### src/rtl/intr_stack_pkg.sv
package intr_stack_pkg;
  typedef enum logic [3:0] {
    A_SUMMARY   = 4'd0,
    A_DMA_STAT  = 4'd1,
    A_BUS_STAT0 = 4'd2,
    A_BUS_STAT1 = 4'd3,
    A_DMA_EN    = 4'd4,
    A_BUS_EN0   = 4'd5,
    A_BUS_EN1   = 4'd6,
    A_DMA_CTL   = 4'd7,
    A_BUS_CTL   = 4'd8
  } reg_addr_e;

  localparam int CLR_DMA_BIT   = 2;
  localparam int FLUSH_DMA_BIT = 3;
  localparam int CLR_BUS_BIT   = 1;
endpackage

### src/rtl/intr_stack.sv
module intr_stack #(
  parameter int W     = 8,
  parameter int DEPTH = 4
) (
  input  logic         clk_i,
  input  logic         rst_ni,
  input  logic [W-1:0] ev_i,
  input  logic [W-1:0] clr_i,
  output logic [W-1:0] head_o
);
  localparam int CW = $clog2(DEPTH + 1);

  logic [W-1:0]  ent_q [DEPTH];
  logic [W-1:0]  ent_d [DEPTH];
  logic [CW-1:0] cnt_q, cnt_d;
  logic [W-1:0]  head_clr;
  logic          pop;

  always_comb begin
    head_clr = ent_q[0] & ~clr_i;
    pop      = (cnt_q != '0) && (|clr_i) && (head_clr == '0);
    for (int i = 0; i < DEPTH; i++) ent_d[i] = ent_q[i];
    ent_d[0] = head_clr;
    cnt_d    = cnt_q;
    // clearing read takes effect before same-cycle events
    if (pop) begin
      for (int i = 0; i < DEPTH - 1; i++) ent_d[i] = ent_q[i+1];
      ent_d[DEPTH-1] = '0;
      cnt_d = cnt_q - 1'b1;
    end
    if (|ev_i) begin
      if (cnt_d == CW'(DEPTH)) begin
        ent_d[DEPTH-1] = ent_d[DEPTH-1] | ev_i;
      end else begin
        for (int i = 0; i < DEPTH; i++)
          if (cnt_d == CW'(i)) ent_d[i] = ev_i;
        cnt_d = cnt_d + 1'b1;
      end
    end
  end

  always_ff @(posedge clk_i or negedge rst_ni) begin
    if (!rst_ni) begin
      cnt_q <= '0;
      for (int i = 0; i < DEPTH; i++) ent_q[i] <= '0;
    end else begin
      cnt_q <= cnt_d;
      for (int i = 0; i < DEPTH; i++) ent_q[i] <= ent_d[i];
    end
  end

  assign head_o = ent_q[0];

  AST_CNT_BOUND: assert property (@(posedge clk_i) disable iff (!rst_ni)
    cnt_q <= CW'(DEPTH));
  AST_EVENT_KEPT: assert property (@(posedge clk_i) disable iff (!rst_ni)
    (|ev_i) |=> (cnt_q != '0));
  AST_HEAD_NONZERO: assert property (@(posedge clk_i) disable iff (!rst_ni)
    (cnt_q != '0) |-> (ent_q[0] != '0));
endmodule

### src/rtl/intr_regs.sv
module intr_regs
  import intr_stack_pkg::*;
#(
  parameter int DW    = 8,
  parameter int DMA_W = DW - 1,
  parameter int BUS_W = 2 * DW
) (
  input  logic             clk_i,
  input  logic             rst_ni,
  input  logic [3:0]       addr_i,
  input  logic             wr_i,
  input  logic             rd_i,
  input  logic [DW-1:0]    wdata_i,
  input  logic [DMA_W-1:0] dma_head_i,
  input  logic [BUS_W-1:0] bus_head_i,
  input  logic             fifo_empty_i,
  input  logic             dma_pend_i,
  input  logic             bus_pend_i,
  output logic [DMA_W-1:0] dma_en_o,
  output logic [BUS_W-1:0] bus_en_o,
  output logic [DMA_W-1:0] dma_clr_o,
  output logic [BUS_W-1:0] bus_clr_o,
  output logic [DW-1:0]    rdata_o,
  output logic             clr_dma_fifo_o,
  output logic             flush_dma_fifo_o,
  output logic             clr_bus_fifo_o
);
  logic [DMA_W-1:0] dma_en_q;
  logic [BUS_W-1:0] bus_en_q;
  logic [DW-1:0]    rdata_q, rd_mux;
  logic             clr_dma_q, flush_dma_q, clr_bus_q;

  always_comb begin
    unique case (addr_i)
      A_SUMMARY:   rd_mux = {{(DW-2){1'b0}}, bus_pend_i, dma_pend_i};
      A_DMA_STAT:  rd_mux = {fifo_empty_i, dma_head_i};
      A_BUS_STAT0: rd_mux = bus_head_i[DW-1:0];
      A_BUS_STAT1: rd_mux = bus_head_i[BUS_W-1:DW];
      A_DMA_EN:    rd_mux = {1'b0, dma_en_q};
      A_BUS_EN0:   rd_mux = bus_en_q[DW-1:0];
      A_BUS_EN1:   rd_mux = bus_en_q[BUS_W-1:DW];
      default:     rd_mux = '0;
    endcase
  end

  assign dma_clr_o = (rd_i && addr_i == A_DMA_STAT) ? '1 : '0;
  always_comb begin
    bus_clr_o = '0;
    if (rd_i && addr_i == A_BUS_STAT0) bus_clr_o[DW-1:0]     = '1;
    if (rd_i && addr_i == A_BUS_STAT1) bus_clr_o[BUS_W-1:DW] = '1;
  end

  always_ff @(posedge clk_i or negedge rst_ni) begin
    if (!rst_ni) begin
      dma_en_q    <= '0;
      bus_en_q    <= '0;
      rdata_q     <= '0;
      clr_dma_q   <= 1'b0;
      flush_dma_q <= 1'b0;
      clr_bus_q   <= 1'b0;
    end else begin
      rdata_q     <= rd_i ? rd_mux : '0;
      clr_dma_q   <= wr_i && addr_i == A_DMA_CTL && wdata_i[CLR_DMA_BIT];
      flush_dma_q <= wr_i && addr_i == A_DMA_CTL && wdata_i[FLUSH_DMA_BIT];
      clr_bus_q   <= wr_i && addr_i == A_BUS_CTL && wdata_i[CLR_BUS_BIT];
      if (wr_i && addr_i == A_DMA_EN)  dma_en_q            <= wdata_i[DMA_W-1:0];
      if (wr_i && addr_i == A_BUS_EN0) bus_en_q[DW-1:0]     <= wdata_i;
      if (wr_i && addr_i == A_BUS_EN1) bus_en_q[BUS_W-1:DW] <= wdata_i;
    end
  end

  assign dma_en_o         = dma_en_q;
  assign bus_en_o         = bus_en_q;
  assign rdata_o          = rdata_q;
  assign clr_dma_fifo_o   = clr_dma_q;
  assign flush_dma_fifo_o = flush_dma_q;
  assign clr_bus_fifo_o   = clr_bus_q;

  AST_FIFO_BIT_LIVE: assert property (@(posedge clk_i) disable iff (!rst_ni)
    $past(rd_i && addr_i == A_DMA_STAT) |-> rdata_o[DW-1] == $past(fifo_empty_i));
endmodule

### src/rtl/intr_stack_ctrl.sv
module intr_stack_ctrl
  import intr_stack_pkg::*;
#(
  parameter int DW    = 8,
  parameter int DEPTH = 4
) (
  input  logic          clk_i,
  input  logic          rst_ni,
  input  logic [3:0]    addr_i,
  input  logic          wr_i,
  input  logic          rd_i,
  input  logic [DW-1:0] wdata_i,
  output logic [DW-1:0] rdata_o,
  input  logic [DW-2:0] dma_ev_i,
  input  logic [2*DW-1:0] bus_ev_i,
  input  logic          fifo_empty_i,
  output logic          irq_o,
  output logic          halt_o,
  output logic          clr_dma_fifo_o,
  output logic          flush_dma_fifo_o,
  output logic          clr_bus_fifo_o
);
  localparam int DMA_W = DW - 1;
  localparam int BUS_W = 2 * DW;

  logic [DMA_W-1:0] dma_head, dma_en, dma_clr;
  logic [BUS_W-1:0] bus_head, bus_en, bus_clr;
  logic             dma_pend, bus_pend;

  intr_stack #(.W(DMA_W), .DEPTH(DEPTH)) u_dma_stack (
    .clk_i (clk_i), .rst_ni(rst_ni),
    .ev_i  (dma_ev_i), .clr_i(dma_clr), .head_o(dma_head)
  );

  intr_stack #(.W(BUS_W), .DEPTH(DEPTH)) u_bus_stack (
    .clk_i (clk_i), .rst_ni(rst_ni),
    .ev_i  (bus_ev_i), .clr_i(bus_clr), .head_o(bus_head)
  );

  intr_regs #(.DW(DW), .DMA_W(DMA_W), .BUS_W(BUS_W)) u_regs (
    .clk_i           (clk_i),
    .rst_ni          (rst_ni),
    .addr_i          (addr_i),
    .wr_i            (wr_i),
    .rd_i            (rd_i),
    .wdata_i         (wdata_i),
    .dma_head_i      (dma_head),
    .bus_head_i      (bus_head),
    .fifo_empty_i    (fifo_empty_i),
    .dma_pend_i      (dma_pend),
    .bus_pend_i      (bus_pend),
    .dma_en_o        (dma_en),
    .bus_en_o        (bus_en),
    .dma_clr_o       (dma_clr),
    .bus_clr_o       (bus_clr),
    .rdata_o         (rdata_o),
    .clr_dma_fifo_o  (clr_dma_fifo_o),
    .flush_dma_fifo_o(flush_dma_fifo_o),
    .clr_bus_fifo_o  (clr_bus_fifo_o)
  );

  // enabled pending conditions are fatal in both groups
  assign dma_pend = |(dma_head & dma_en);
  assign bus_pend = |(bus_head & bus_en);
  assign irq_o    = dma_pend | bus_pend;
  assign halt_o   = dma_pend | bus_pend;

  AST_DMA_LATCH_UNMASKED: assert property (@(posedge clk_i) disable iff (!rst_ni)
    (|dma_ev_i) |=> (dma_head != '0));
  AST_BUS_LATCH_UNMASKED: assert property (@(posedge clk_i) disable iff (!rst_ni)
    (|bus_ev_i) |=> (bus_head != '0));
  AST_HALT_HOLDS: assert property (@(posedge clk_i) disable iff (!rst_ni)
    (halt_o && !rd_i && !wr_i) |=> halt_o);
endmodule

### config.mk
export PLATFORM = sky130hd
export DESIGN_NAME = intr_stack_ctrl
export DESIGN_NICKNAME = d
export VERILOG_FILES = /design/src/rtl/intr_stack_pkg.sv /design/src/rtl/intr_stack.sv /design/src/rtl/intr_regs.sv /design/src/rtl/intr_stack_ctrl.sv
export SDC_FILE = /design/constraint.sdc
export NUM_CORES = 1
export LEC_CHECK = 0
export BUFFER_PORTS_ARGS = -buffer_cell sky130_fd_sc_hd__buf_2
export CAP_MARGIN = 10
export CELL_PAD_IN_SITES_DETAIL_PLACEMENT = 1
export CELL_PAD_IN_SITES_GLOBAL_PLACEMENT = 1
export CORE_UTILIZATION = 44
export DETAILED_ROUTE_END_ITERATION = 6
export HOLD_SLACK_MARGIN = 0.06
export MAX_ROUTING_LAYER = met4
export PLACE_DENSITY = 0.88
export SETUP_SLACK_MARGIN = 0.02
export SLEW_MARGIN = 20
export SYNTH_ARGS = -nofsm -noshare
export SYNTH_HDL_FRONTEND = slang
export SYNTH_HIERARCHICAL = 1
export SYNTH_SLANG_ARGS = --single-unit
export TNS_END_PERCENT = 20
### constraint.sdc
create_clock -name clk_i -period 2.7 [get_ports clk_i]
set_input_delay 0.405 -clock clk_i [delete_from_list [all_inputs] [get_ports clk_i]]
set_output_delay 0.405 -clock clk_i [all_outputs]
set_load 0.01 [all_outputs]
Word-level counts from Yosys, hierarchy flattened

Index checks and enable logic that the tools add are counted.

Flip-flop bits (word level): 132
Input port bits: 40
Output and inout port bits: 13
Word-level logic and storage cells: 101

Add/subtract/negate cells: 4
Eq/ne operators: 16
Muxes and demuxes: 27
Bitwise gates (word level): 9
Reduce and logical (&&, ||, !) cells: 28

Operators by type and width:

| kind                  | count |
|---|---|
| $mux W64              | 2 |
| $mux W16              | 5 |
| $mux W28              | 2 |
| $pmux W8 S7           | 1 |
| $mux W48              | 1 |
| $reduce_or A16 Y1     | 3 |
| $mux W7               | 6 |
| $and A16 B16 Y16      | 2 |
| $mux W8               | 3 |
| $mux W21              | 1 |
| $reduce_or A7 Y1      | 3 |
| $mux W3               | 6 |
| $eq A4 B3 Y1 const B  | 4 |
| $logic_not A16 Y1     | 1 |
| $not A16 Y16          | 1 |
| $or A16 B16 Y16       | 1 |
| $logic_and A1 B1 Y1   | 15 |
| $and A7 B7 Y7         | 2 |
| $eq A3 B2 Y1 const B  | 4 |
| $eq A4 B2 Y1 const B  | 2 |
| $logic_not A7 Y1      | 1 |
| $not A7 Y7            | 1 |
| $or A7 B7 Y7          | 1 |
| $add A3 B1 Y3 const B | 2 |
| other kinds (9)       | 14 |

Longest topological paths before layout

Gate-level depths: netlist (run 1).

Depth in word-level cells: 12
Depth in mapped cells: 20
Gate-level depth less buffers: 12

By module

The synthesis (run 1) kept the hierarchy.

By module, submodules not included:

| module                   | instances | cells an instance | area each (µm²) | sequential area each (µm²) |
|---|---|---|---|---|
| intr_stack (u_bus_stack) | 1         | 353               | 3638.5          | 1676.6 |
| intr_regs                | 1         | 177               | 2001.9          | 850.8 |
| intr_stack (u_dma_stack) | 1         | 193               | 1886.8          | 775.7 |
| intr_stack_ctrl          | 1         | 15                | 145.1           | 0.0 |

Least setup slack after synthesis (run 1)

OpenSTA, ideal clock, no wires.

Path kind: input-to-reg
Start point: in addr_i[2]
End point: reg u_dma_stack/ent_q[0] (netlist name)
Setup time: 0.122 ns
Data arrival time: 3.698 ns
Required time: 2.578 ns
Slack: -1.120 ns
Stages on the path: 17
Buffers on the path: 6
Cell sequence: buf_4 -> buf_2 -> nor2_1 -> nand2_1 -> nor2_1 -> buf_4 -> nor2b_1 -> nor4_4 -> and3_1 -> buf_6 -> clkbuf_1 -> nand2_1 -> xor2_1 -> ha_1 -> clkbuf_1 -> or4b_1 -> a32o_1

RTL lines:

| item            | line                 | source |
|---|---|---|
| start, declared | intr_stack_ctrl.sv:9 | `input logic [3:0] addr_i,` |
| end, declared   | intr_stack.sv:13     | `logic [W-1:0] ent_q [DEPTH];` |

==> key figures, run 1 <==
Route
  • Initial DRC count: 974
  • Via count: 6,863
  • Post-DRT Antenna Nets: 0
  • Drt total wl: 30,300 µm
  • DRC errors left: 0
  • Drt pass-1 iters: 6
  • Drt via density: 6.54
  • Routed len/inst: 28.9 µm

Global route
  • Tot GR Track Use: 0.317
  • Largest net degree at the start of global routing: 51
  • First-pass GRT wire length: 41,200 µm
  • Overflow after GRT: 0
  • Initial antenna violation count: 0
  • Vias in the first global route: 7,038

Hold path
  • Worst Hold Class: in2reg

Yosys
  • Ys flop type: dfrtp_1
  • Mapped Area: 0.00767 mm²
  • Post-synth EDFFs: 0
  • Mapped Cells: 738
  • Mean post-synth cell area: 10.4 µm²
  • Yosys cell types: 73
  • Ys async rst share: 1.00
  • Sequential fraction of the synthesis area: 0.431
  • Yosys warns: 6
  • Synthesized Nets: 784
  • Synth Register Bits: 132

Layout
  • Fraction of layout cells with a size suffix above 1: 0.337
  • Non-Filler Instances: 1,050
  • Layout area overhead: 22.8%
  • Most frequent cells in the layout: dfrtp_1, buf_4, mux2i_1
  • Diode count: 0
  • Most common cell after layout, fill and taps aside: dfrtp_1
  • Final core area utilization: 0.560
  • # nets final: 863

STA
  • Tmin final: 2.83 ns
  • Worst slew margin: 0.552
  • Final WS setup: -0.126 ns
  • Final Max Tran Viols: 0
  • Final setup fails: 17
  • Max Clk Rate: 0.354 GHz
  • Final clock skew: 0.0127 ns
  • RSZ-0062 raised after global routing: true
  • Final hold viol count: 0
  • Slew @ Worst Pin: 0.671 ns
  • Tcrit/Tclk final: 1.05

Clocking
  • Clock Latency Late Sink: 0.44 ns
  • H-tree depth: 4
  • CTS Root Cell: clkbuf_16
  • Buffer depth of the longest clock path: 2
  • TritonCTS clock tree: yes
  • Clock sinks: 132
  • CTS buffer count: 17
  • Clk slew on worst S/H paths: 0.07 ns

Floorplan
  • Die area: 0.0180 mm²
  • Area of the core: 0.0168 mm²
  • Die H: 134 µm
  • Initial Utilization: 0.456
  • Die W: 134 µm
  • I/O Pins: 53
  • Row Count: 47

Power
  • Total Power: 10,500 µW
  • Max VDD drop: 0.000491 V
  • Pleak: 0.00439 µW
  • PwrDens: 1110 mW/mm²

Critical path
  • Kind of critical path: in2reg
  • CP required: 3.01 ns
  • Startpoint Class: primary input
  • Crit path max fanout: 16
  • Worst Path Arrival: 3.14 ns
  • Endpoint type of the worst setup path: flop

Placement
  • Dpl hpwl: 16,000 µm
  • PortBufs: 52
  • Pre-CTS setup slack: -0.607 ns
  • Final GP Congestion: 0.873
  • Inst Count DP: 1,001

Status
  • Failing checks: setup timing
  • Status: complete, but fails checks

Job
  • Maxcap violations: 0
## synthesized netlist by cell type, types with 4 or more instances
cell type | count | area (µm²)
nand3_1 | 14 | 70.1
a22o_1 | 21 | 184
dfrtp_1 | 132 | 3300
mux2_2 | 30 | 338
a221oi_2 | 4 | 60.1
buf_6 | 7 | 78.8
nand2b_1 | 6 | 37.5
nor3_1 | 10 | 50.1
nor2_1 | 17 | 63.8
a211oi_1 | 6 | 45.0
ha_1 | 6 | 75.1
a222oi_1 | 16 | 160
mux2i_1 | 61 | 611
a31oi_1 | 9 | 56.3
a21oi_1 | 52 | 260
and3_1 | 5 | 31.3
and3b_1 | 8 | 70.1
xnor2_1 | 4 | 35.0
buf_2 | 15 | 75.1
buf_4 | 48 | 360
nand2_1 | 59 | 221
nor4_1 | 15 | 93.8
nand4_1 | 5 | 31.3
inv_1 | 59 | 221
nor2b_1 | 27 | 169
a32oi_1 | 4 | 35.0
clkbuf_1 | 9 | 33.8
and2_1 | 4 | 25.0
o21ai_0 | 11 | 55.1
mux2_4 | 6 | 90.1
a22oi_1 | 4 | 30.0
nand3b_1 | 5 | 37.5
## path summary, 6_finish.rpt
check	slack (ns)	cells after the start	start	endpoint
setup reg to reg	0	9	u_bus_stack/cnt_q[0]	u_bus_stack/ent_q[20]
min in group asynchronous	0.50	2	rst_ni	u_regs/dma_en_o[1]
max in group asynchronous	1.45	3	rst_ni	u_dma_stack/ent_q[9]
hold reg to reg	0.51	1	u_bus_stack/ent_q[13]	u_bus_stack/ent_q[13]
hold / removal	0.23	2	bus_ev_i[6]	u_bus_stack/ent_q[6]
setup / recovery	-0.13	13	addr_i[2]	u_bus_stack/ent_q[20]
## final cells by class
type	count	area, µm²
multi-input combinational	461	3860
clock inverter	11	151
sequential	132	3300
tap	220	275
inverter	61	229
timing repair buffer	144	1140
clock buffer	21	460
fill	1813	7400
## where the power goes
group / leakage, µW / total, µW / internal [µW] / switching, µW
combinational: 0.00256 / 4530 / 2000 / 2520
sequential: 0.00154 / 3470 / 2740 / 731
clock: 0.000286 / 2500 / 1510 / 993
## cell families after synthesis
| logic type | synth area share |
|---|---|
| AND/OR/NAND/NOR | 0.151 |
| adder cells (fa/ha/maj) | 0.00978 |
| buffers and inverters | 0.110 |
| multiplexers | 0.152 |
| XOR/XNOR | 0.00571 |
| AO/OA/AOI/OAI | 0.141 |
| flip-flops | 0.431 |
## stage by stage
step	hold slack (ns)	TNS, ns	cell area, µm²
2_1_floorplan	0.109	-16.86	7860
5_1_grt	0.231	-1.60	9420
3_3_place_gp	0.392	-21.65	8340
3_5_place_dp	0.397	-31.50	8340
6_report	0.227	-0.566	9420
4_1_cts	0.214	-0.0379	9120
## sequential cells by signal (all words and copies together), names as in the netlist
signal                   cells
u_dma_stack/head_o           7
u_dma_stack/ent_q           21
u_bus_stack/cnt_q            3
u_dma_stack/cnt_q            3
u_regs/rdata_o               8
u_regs/dma_en_o              7
u_bus_stack/ent_q           48
u_regs/clr_dma_fifo_o        1
u_regs/clr_bus_fifo_o        1
u_regs/flush_dma_fifo_o      1
u_regs/bus_en_o             16
u_bus_stack/head_o          16
## critical path, cell delays in order
cell and delay (ns):
buf_4 0.13, nor2_4 0.14, nand2_4 0.10, nor2_4 0.27, buf_4 0.18, nor2b_1 0.07
nor3_1 0.26, and3_4 0.26, and2_4 0.21, buf_4 0.21, mux2i_4 0.28, buf_12 0.20
mux2i_1 0.39
## what timing repair did
item                       in CTS  in global routing
pin swaps                      23                 21
setup buffers                   8                  7
resized for setup              20                 36
gates cloned                    0                  1
hold buffers                    1                  0
hold endpoints to repair       47                  0
setup endpoints to repair      43                 66
## metal layers
layer  GRT usage  part of all wire  up-vias
met1       0.379              0.38     3503
met3      0.0597             0.075      142
met2       0.511              0.49      450
met5           -                 0        -
met4       0.167             0.053        0
li1            -                 -     2768
No activity file was read; power rests on OpenSTA's default activity.
==> run 2: changes to the inputs <==
--- a/config.mk
+++ b/config.mk
@@ -11,10 +11,12 @@
 export CELL_PAD_IN_SITES_GLOBAL_PLACEMENT = 1
 export CORE_UTILIZATION = 44
 export DETAILED_ROUTE_END_ITERATION = 6
+export GPL_ROUTABILITY_DRIVEN = 0
 export HOLD_SLACK_MARGIN = 0.06
 export MAX_ROUTING_LAYER = met4
 export PLACE_DENSITY = 0.88
 export SETUP_SLACK_MARGIN = 0.02
+export SKIP_LAST_GASP = 1
 export SLEW_MARGIN = 20
 export SYNTH_ARGS = -nofsm -noshare
 export SYNTH_HDL_FRONTEND = slang
==> run 2 against run 1 <==
Against the previous run: the run now ends clean; core utilization shrank 0.62 points; clock power barely moved; final cell count shrank 0.29%; sequential share of layout area rose by 0.39 points; critical path type unchanged; largest power group unchanged.
==> key figures, run 2 (synthesis gave the netlist of run 1 again) <==
Status
  • Status: complete, no violations (was complete, but fails checks)

Critical path
  • Reg2Reg Launch Point: u_bus_stack/head_o[2] (was u_bus_stack/cnt_q[0])
  • Kind of critical path: in2reg (unchanged)
  • Crit path max fanout: 15 (was 16)
  • Worst Path Arrival: 2.97 ns (was 3.14 ns)
  • Startpoint Class: primary input (unchanged)
  • CP required: 2.98 ns (was 3.01 ns)
  • Critical Path Source: addr_i[1] (was addr_i[2])
  • Endpoint type of the worst setup path: flop (unchanged)

Placement
  • Inst Count DP: 1,001 (unchanged)
  • PortBufs: 52 (unchanged)
  • Dpl hpwl: 16,000 µm (unchanged)
  • Placed Area: 0.00834 mm² (unchanged)

Route
  • Routed len/inst: 26.2 µm (was 28.9 µm)
  • Drt pass-1 iters: 7 (was 6)
  • Drt via density: 6.33 (was 6.54)
  • Drt total wl: 27,400 µm (was 30,300 µm)
  • Initial DRC count: 843 (was 974)
  • Post-DRT Antenna Nets: 0 (unchanged)
  • DRC errors left: 0 (unchanged)
  • Via count: 6,626 (was 6,863)

Power
  • P_int: 6180 µW (was 6250 µW)
  • Clock power share: 0.243 (was 0.238)
  • Pleak: 0.00436 µW (was 0.00439 µW)
  • P_sw: 3960 µW (was 4250 µW)
  • Sw frac: 0.390 (was 0.405)
  • Max VDD drop: 0.000483 V (was 0.000491 V)
  • Sequential fraction of design power: 0.339 (was 0.331)
  • Combinational power share: 0.418 (was 0.431)
  • Total Power: 10,100 µW (was 10,500 µW)
  • PwrDens: 1090 mW/mm² (was 1110 mW/mm²)

Global route
  • Vias in the first global route: 7,025 (was 7,038)
  • Tot GR Track Use: 0.317 (about the same)
  • Overflow after GRT: 0 (unchanged)
  • Initial antenna violation count: 0 (unchanged)
  • First-pass GRT wire length: 41,200 µm (about the same)
  • Largest net degree at the start of global routing: 51 (unchanged)

Clocking
  • Buffer depth of the longest clock path: 2 (unchanged)
  • Clk slew on worst S/H paths: 0.06 ns (was 0.07 ns)
  • Clock sinks: 132 (unchanged)
  • H-tree depth: 4 (unchanged)
  • Clock Latency Late Sink: 0.44 ns (about the same)
  • CTS buffer count: 17 (unchanged)
  • TritonCTS clock tree: yes (unchanged)
  • CTS Root Cell: clkbuf_16 (unchanged)

Floorplan
  • Die area: 0.0180 mm² (unchanged)
  • Initial Utilization: 0.456 (unchanged)
  • I/O Pins: 53 (unchanged)
  • Area of the core: 0.0168 mm² (unchanged)
  • Row Count: 47 (unchanged)
  • Die H: 134 µm (unchanged)
  • Die W: 134 µm (unchanged)

Layout
  • Largest registers: u_bus_stack/ent_q: 48 flops, u_dma_stack/ent_q: 21 flops (unchanged)
  • Final core area utilization: 0.554 (was 0.560)
  • Most frequent cells in the layout: dfrtp_1, buf_4, mux2i_1 (unchanged)
  • Diode count: 0 (unchanged)
  • Most flops, register: u_bus_stack/ent_q (unchanged)
  • # nets final: 860 (was 863)
  • Final Cell Area: 0.00932 mm² (was 0.00942 mm²)
  • Layout area overhead: 21.5% (was 22.8%)
  • Max reg flops: 48 (unchanged)
  • Non-Filler Instances: 1,047 (was 1,050)
  • Fraction of layout cells with a size suffix above 1: 0.333 (was 0.337)
  • Most common cell after layout, fill and taps aside: dfrtp_1 (unchanged)

STA
  • Final Max Tran Viols: 0 (unchanged)
  • Final clock skew: 0.00927 ns (was 0.0127 ns)
  • Tcrit/Tclk final: 0.997 (was 1.05)
  • WHS: 0.222 ns (was 0.227 ns)
  • Slew @ Worst Pin: 0.685 ns (was 0.671 ns)
  • Tmin final: 2.69 ns (was 2.83 ns)
  • Max Clk Rate: 0.372 GHz (was 0.354 GHz)
  • Worst slew margin: 0.543 (was 0.552)
  • RSZ-0062 raised after global routing: true (unchanged)
  • Final setup fails: 0 (was 17)
  • Final hold viol count: 0 (unchanged)

Hold path
  • Worst Hold Class: in2reg (unchanged)
  • Critical hold path startpoint: bus_ev_i[5] (was bus_ev_i[6])

Job
  • Maxcap violations: 0 (unchanged)
-- run 2: per-stage QoR --
step / TNS [ns] / setup slack, ns
final: 0 / 0.00853
after global routing: -1.31 / -0.0760
after CTS: -0.0727 / -0.0193
after detailed placement: -31.50 / -0.607
after global placement: -21.65 / -0.485
after floorplan: -16.86 / -0.638
-- run 2: area by class of cell --
class	instances	area, µm²
Multi-Input combinational cell	462	3840
Sequential cell	132	3300
Fill cell	1817	7500
Clock buffer	21	460
Tap cell	220	275
Inverter	61	229
Timing Repair Buffer	140	1060
Clock inverter	11	151
-- run 2: timing repair --
item,in CTS,in global routing
hold endpoints to repair,47,0
setup buffers,8,4
cloned,0,1
endpoints found under the setup margin,43,69
resized for setup,18,28
hold buffers,1,0
pin swaps,11,23
-- run 2: power by group through the flow --
stage	clock network, µW	registers, µW	logic (µW)
2_1_floorplan	0	3060	2740
3_3_place_gp	0	3300	3420
3_5_place_dp	0	3360	3650
4_1_cts	2470	3380	3990
5_1_grt	2540	3490	4470
6_report	2470	3440	4240
-- run 2: worst paths after layout --
| path | to | slack [ns] | depth (start not counted) |
|---|---|---|---|
| setup / recovery | u_bus_stack/ent_q[39] | 0.009 | 15 |
| hold / removal | u_bus_stack/ent_q[5] | 0.22 | 2 |
| max in group asynchronous | u_dma_stack/ent_q[9] | 1.48 | 3 |
| hold reg to reg | u_bus_stack/ent_q[13] | 0.51 | 1 |
| min in group asynchronous | u_regs/rdata_o[7] | 0.51 | 2 |
| setup reg to reg | u_bus_stack/ent_q[39] | 0.11 | 10 |
-- run 2: routing by layer --
metal | wire length (µm) | global-route usage | vias up
li1 | - | - | 2760
met1 | 11100 | 0.378 | 3404
met2 | 13600 | 0.512 | 359
met3 | 1670 | 0.0601 | 103
met4 | 1140 | 0.163 | 0
met5 | 0 | - | -
-- run 2: worst max-delay path: stages --
cell	delay, ns
buf_2	0.12
buf_4	0.14
nand2_4	0.08
nor2_4	0.07
buf_8	0.16
nor4_2	0.28
nand4_1	0.14
and3_4	0.21
and2_4	0.18
buf_4	0.15
buf_6	0.16
buf_4	0.18
and2_4	0.17
buf_12	0.14
a222oi_1	0.36
